<file path="src/rtl/chain_fifo_cell.sv">
module chain_fifo_cell #(
  parameter int DW    = 8,
  parameter int DEPTH = 4
) (
  input  logic          clk,
  input  logic          rst_n,
  input  logic          first_n,
  input  logic          wr_i,
  input  logic [DW-1:0] wdata_i,
  input  logic          rd_i,
  input  logic          link_in_i,
  output logic          link_out_o,
  output logic [DW-1:0] rdata_o,
  output logic          rvalid_o,
  output logic          full_o,
  output logic          empty_o
);
  localparam int AW = (DEPTH > 1) ? $clog2(DEPTH) : 1;
  localparam int CW = AW + 1;
  localparam logic [AW-1:0] LAST = AW'(DEPTH - 1);
  localparam logic [CW-1:0] CAP  = CW'(DEPTH);

  logic [DW-1:0] mem [DEPTH];
  logic [AW-1:0] wptr, rptr;
  logic [CW-1:0] cnt;
  logic          wr_tok, rd_tok;
  logic          wr_do, rd_do, wr_pass, rd_pass;

  assign wr_do   = wr_tok && wr_i && (cnt != CAP);
  assign rd_do   = rd_tok && rd_i && (cnt != '0);
  assign wr_pass = wr_do && (wptr == LAST);
  assign rd_pass = rd_do && (rptr == LAST);

  assign link_out_o = wr_pass || rd_pass;
  assign full_o     = wr_tok && (cnt == CAP);
  assign empty_o    = rd_tok && (cnt == '0);
  assign rvalid_o   = rd_tok && (cnt != '0);
  assign rdata_o    = rvalid_o ? mem[rptr] : '0;

  always_ff @(posedge clk) begin
    if (wr_do) mem[wptr] <= wdata_i;
  end

  always_ff @(posedge clk) begin
    if (!rst_n) begin
      wptr   <= '0;
      rptr   <= '0;
      cnt    <= '0;
      wr_tok <= !first_n;
      rd_tok <= !first_n;
    end else begin
      if (wr_do) wptr <= (wptr == LAST) ? '0 : wptr + 1'b1;
      if (rd_do) rptr <= (rptr == LAST) ? '0 : rptr + 1'b1;
      cnt <= cnt + CW'(wr_do) - CW'(rd_do);
      if (link_in_i && wr_i)      wr_tok <= 1'b1;
      else if (wr_pass)           wr_tok <= 1'b0;
      if (link_in_i && rd_i)      rd_tok <= 1'b1;
      else if (rd_pass)           rd_tok <= 1'b0;
    end
  end

  AST_STROBE_EXCL: assert property (@(posedge clk) disable iff (!rst_n)
    !(wr_i && rd_i));
  AST_WR_TAKE: assert property (@(posedge clk) disable iff (!rst_n)
    (link_in_i && wr_i) |=> wr_tok);
  AST_RD_HANDOFF: assert property (@(posedge clk) disable iff (!rst_n)
    (rd_pass && !link_in_i) |=> !rvalid_o && !empty_o);
  AST_FULL_REFUSE: assert property (@(posedge clk) disable iff (!rst_n)
    (full_o && wr_i) |=> full_o && $stable(wptr) && $stable(cnt));
  AST_EMPTY_HOLD: assert property (@(posedge clk) disable iff (!rst_n)
    (empty_o && rd_i) |=> empty_o && $stable(rptr));
endmodule

</file>
<file path="config.mk">
export PLATFORM = sky130hd
export DESIGN_NAME = chain_fifo_cell
export DESIGN_NICKNAME = d
export VERILOG_FILES = /design/src/rtl/chain_fifo_cell.sv
export SDC_FILE = /design/constraint.sdc
export NUM_CORES = 1
export LEC_CHECK = 0
export BUFFER_PORTS_ARGS = -buffer_cell sky130_fd_sc_hd__buf_2
export CAP_MARGIN = 10
export CORE_UTILIZATION = 50
export DETAILED_ROUTE_END_ITERATION = 10
export GPL_TIMING_DRIVEN = 0
export PLACE_DENSITY = 0.84
export SKIP_LAST_GASP = 1
export SLEW_MARGIN = 20
export SYNTH_ARGS = -nofsm -noshare
export SYNTH_HDL_FRONTEND = slang
export SYNTH_SLANG_ARGS = --single-unit
</file>
<file path="constraint.sdc">
create_clock -name clk -period 2.1 [get_ports clk]
set_clock_uncertainty 0.05 [all_clocks]
set_input_delay 0.315 -clock clk [delete_from_list [all_inputs] [get_ports clk]]
set_output_delay 0.315 -clock clk [all_outputs]
set_load 0.01 [all_outputs]
</file>
---- Word-level counts from Yosys, hierarchy flattened ----
Memories as Yosys holds them, arrays and structs flattened. A register that Yosys moved wholly into a read port is not among the register bits.
Cells that the tools add are included.
word-level totals
  memories ................................ 1
  output and inout bits ................... 12
  input port bits ......................... 14
  bits in latches ......................... 0
  flip-flop bits (word level) ............. 9
  RAM bits ................................ 32
  ROM bits ................................ 0
  word-level logic and storage cells ...... 44
memories
  name  depth  width  rd ports  clocked after Yosys merged registers in  write ports  RTL line  text
  mem   4      8      1         1                                        1            23        logic [DW-1:0] mem [DEPTH];
cells by class
  magnitude comparators ................... 0
  muxes and demuxes ....................... 13
  shift-type cells ........................ 0
  add/subtract/negate cells ............... 4
  reductions and logical operators ........ 15
  bitwise operators ....................... 0
  $mul .................................... 0
  divide/modulo/power cells ............... 0
  eq/ne operators ......................... 6
operator list
  kind                                                                      count
  1-bit logical AND                                                         11
  1-bit 2-to-1 mux                                                          8
  2-bit 2-to-1 mux                                                          4
  8-bit 2-to-1 mux                                                          1
  3-bit by 1-bit inequality test with 1-bit output (second input constant)  2
  2-bit by 1-bit adder with 2-bit output (second input constant)            2
  2-bit equality test (second input constant)                               2
  3-bit by 1-bit adder with 3-bit output                                    1
  3-bit equality test (second input constant)                               1
  3-bit logical NOT                                                         1
  3-bit inequality test (second input constant)                             1
  3-bit nonzero test                                                        1
  3-bit by 1-bit subtractor with 3-bit output                               1
  1-bit logical NOT                                                         1
  1-bit logical OR                                                          1

---- Logic depth before layout (Yosys ltp) ----
  depth after elaboration ................. 6
  depth in mapped cells ................... 9

---- Worst setup path after synthesis ----
Ideal clock, no wire load.
  kind .................................... reg-to-reg
  from .................................... register cnt[1]
  to ...................................... register cnt[2]
  path slack .............................. 0 ps
  setup time .............................. 78 ps
  required time ........................... 1,972 ps
  stages on the path, launching flop included .. 10
  period minus slack after synthesis ...... 2,100 ps
  arrival ................................. 1,972 ps
  cell sequence ........................... dfxtp_1 > nor2_1 > a21oi_2 > xnor2_1 > ha_1 > inv_1 > fa_1 > xor2_1 > and2_1 > nor3_1
between the ends
  word-level cells in the longest chain between the ends .. 4
  elaborated cells between the ends (all ways) .. 6
  those cells by class .................... 2 x add/sub; 1 x eq/ne; 3 x reduce/logical
ends and longest elaborated chain
  what                                             RTL line  text
  start: declaration                               25        logic [CW-1:0] cnt;
  start signal: assignment                         54        cnt <= cnt + CW'(wr_do) - CW'(rd_do);
  3-bit inequality test                            29        assign wr_do = wr_tok && wr_i && (cnt != CAP);
  1-bit logical AND                                29
  3-bit by 1-bit adder with 3-bit output           54
  3-bit by 1-bit subtractor with 3-bit output (*)  54
Every way passes the cells marked *; elsewhere a longest branch is shown, timed or not.
A chain may end at the register's enable or synchronous reset.

---- Worst setup path in the final report ----
  from .................................... register cnt[0]
  to ...................................... register cnt[2]
The elaborated chain is that of the path after synthesis.

==> summary.txt <==
Clocking
  • H-Tree Level Count: 2
  • Latest clock arrival within the worst-skew pair: 0.35 ns
  • Clock input transition at the sequential cells of the worst setup and hold paths: 0.13 ns
  • Clk buf depth: 2
  • Number of hold-repair buffers added at the cts stage: 0
  • Clock tree root buffer cell: clkbuf_4
  • CTS sink cnt: 43
  • CTS Buf Count: 5
  • TritonCTS clock tree: built

Synth
  • Yosys Warn Count: 0
  • Number of synthesized register bits: between 40 and 50
  • Number of enable-type register cells in the synthesized netlist: 34
  • Main flop type after synthesis: edfxtp_1
  • Post-synth top area cell: edfxtp_1
  • Gate Count Post-Synth: 116
  • Avg Inst Size Synth: about 16 um2
  • Leading cell types by count after synthesis: edfxtp_1, and2_1, dfxtp_1
  • Cell with the most instances after synthesis: edfxtp_1
  • Nets in the synthesized netlist: ~140
  • Synthesized cell area: 1820 um2
  • Top cells by area in the synthesized netlist: edfxtp_1, dfxtp_1, mux4_2
  • Share of synthesized flip-flops with an asynchronous set or reset: 0%
  • Register area share after synthesis: 66.2%
  • Netlist cell types: 27
  • Share of Yosys cell area claimed by the top area cell type: 56.2%

Detailed routing
  • Detailed Routing Iterations Pass 1: 4
  • Vias per cell: 5.31
  • Routed wire per std cell: 16.8 um
  • Iter 0 DRT Violations: 39
  • Drt total wl: around 3300 um
  • Post-DRT Antenna Nets: 0
  • Total via count after detailed routing: around 1.0k
  • Detailed-route DRC error count: 0

Die
  • Overall die width: 62.3 um
  • Initial standard-cell utilization of the core: 53.2%
  • Die height: 62.3 um
  • FP Rows: 21
  • Overall die area: 3880 um2
  • Top-level port count: 26
  • Area of the core: 3420 um2

Critical path
  • Terminus of the critical flop-to-flop path: cnt[2]
  • Critical Path Sink Type: flop
  • Critical register-to-register path startpoint: cnt[0]
  • Flop-to-flop setup slack: 0.08 ns
  • Worst setup path start: cnt[0]
  • Setup CP Type: reg -> reg
  • Maximum fanout along the worst path: 5
  • Critical Path RT: 2.30 ns
  • Number of cells traversed by the worst register-to-register path: 8
  • Category of the worst setup path launch point: flop
  • Arrival time at the worst endpoint: around 2.2 ns

Outcome
  • Run status: completed

Final layout
  • Layout overhead on the synthesized area: 16.6%
  • Sequential cell area in the final layout: 1210 um2
  • Final cell utilization of the core: between 60% and 70%
  • Fillers: 253
  • Post-layout instance area: 2120 um2
  • Antenna diodes: 0
  • Total area of multi-input combinational cells: 614 um2
  • Final net count: 170
  • Layout cells sized above 1: 37.3%

Place
  • Port bufs: 24
  • DP Wirelength: 2170 um
  • Area after detailed placement: 1990 um2
  • Worst setup slack after placement: -0.263 ns
  • Final weighted congestion in routability-driven placement: roughly 0.72

Worst hold path
  • Min-Delay Path Depth: 1
  • Critical hold path startpoint: wdata_i[4]
  • Hold crit path type: in -> reg
  • Hold Path End: mem[2][4]

Flow run
  • Max-Cap Viols: 0

Pwr
  • Power per cell area: 907 nW/um2
  • Leakage power: roughly 0.8 nW
  • Largest vdd supply drop: around 0.46 mV

STA
  • Final-layout worst hold slack: 0.124 ns
  • Total count of max-transition violations in the final report: 0
  • Top achievable clock speed: 0.495 GHz
  • Clock period minus final worst setup slack: between 2 and 2.5 ns
  • Final Cycle Share: approximately 96%
  • Post-route setup slack: between 0.07 and 0.08 ns
  • Slew of the pin with the lowest slew margin: 0.432 ns
  • Headroom to the max-slew limit: 71.2%
  • Setup violations, final: 0
  • Setup repair after global routing missed its margin: yes
  • Fin. Hold Viols: 0

Global route
  • Number of antenna violations at the first check in global routing: 0
  • Total gr overflow: 0
  • Global-route usage over all layers: 17.8%
  • Largest net degree at the start of global routing: 14
  • First-pass GRT wire length: 5010 um
  • Number of global-route vias before repair: 1081
## per-stage QoR
stage	TNS (ns)	cells	total power [mW]
6_report	0	196	1.92
5_1_grt	-0.0532	196	2.04
4_1_cts	-0.0245	194	1.88
3_5_place_dp	-0.263	186	1.47
3_3_place_gp	-0.117	186	1.44
2_1_floorplan	0	116	1.33
## per-layer routing
| metal | GRT usage [%] | vias to the layer above | routed length (um) |
|---|---|---|---|
| met2 | 30.9 | 26 | 1800 |
| met5 | 0 | - | 0 |
| met3 | 5.70 | 4 | 135 |
| met4 | 7.85 | 0 | 40 |
| li1 | - | 502 | - |
| met1 | 20.1 | 508 | 1310 |
## cell families after synthesis
| kind of cell | share of synthesized area, % |
|---|---|
| XOR/XNOR | 0.965 |
| multiplexers | 11.0 |
| buffers and inverters | 1.79 |
| flip-flops | 66.2 |
| AO/OA/AOI/OAI | 4.89 |
| adder cells (fa/ha/maj) | 5.24 |
| AND/OR/NAND/NOR | 9.92 |
## power breakdown
group	switching (mW)	leakage, nW	total, mW	internal (mW)
logic	0.236	0.359	0.460	0.225
clock network	0.263	0.0347	0.389	0.125
registers	0.0744	0.386	1.07	0.997
## layout by cell type (no fill, tap or decap), types with 2 or more instances in the layout
cell type and instances:
nand3_1 3, buf_2 25, nor2_1 4, or3_1 2, o21ai_0 2, clkinv_2 3, clkbuf_4 5, ha_1 5
dfxtp_4 2, buf_4 3, and2_1 14, dfxtp_2 2, nand2_1 8, edfxtp_1 34, mux2i_1 2, mux4_2 8
inv_1 4, dfxtp_1 5, a21oi_1 4
## critical path, cell delays in order (launching register included)
cell	delay (ns)
dfxtp_4	0.39
o311ai_4	0.36
xnor2_1	0.17
ha_2	0.19
inv_1	0.05
fa_2	0.33
xor2_1	0.18
and2_1	0.17
nor3_2	0.04
## worst max-delay path by stage
stage | endpoint | slack (ns) | cells past startpoint
6_report | cnt[2] | 0.08 | 8
5_1_grt | cnt[2] | -0.05 | 8
4_1_cts | cnt[2] | -0.02 | 8
3_5_place_dp | cnt[2] | -0.26 | 9
3_3_place_gp | cnt[2] | -0.12 | 9
2_1_floorplan | cnt[2] | 0.0004 | 9
## sequential cells by signal, indices dropped and copies added (netlist names), named ones only
signal	count
cnt	3
mem	32
wr_tok	1
rd_tok	1
rptr	2
wptr	2
## cell type report
cell class	instances	area share [%]
Clock buffer	5	1.77
Sequential cell	43	57.2
Timing Repair Buffer	27	6.74
Inverter	5	0.887
Tap cell	46	2.72
Multi-Input combinational cell	65	29.0
Clock inverter	3	0.709
Buffer	2	0.946
## timing repair
item	4_1_cts	5_1_grt
resized for setup	6	10
endpoints found under the hold margin	0	0
pin swaps	2	4
buffers inserted	1	2
endpoints found under the setup margin	10	9
Note: power is estimated with default switching activity, not from simulation.
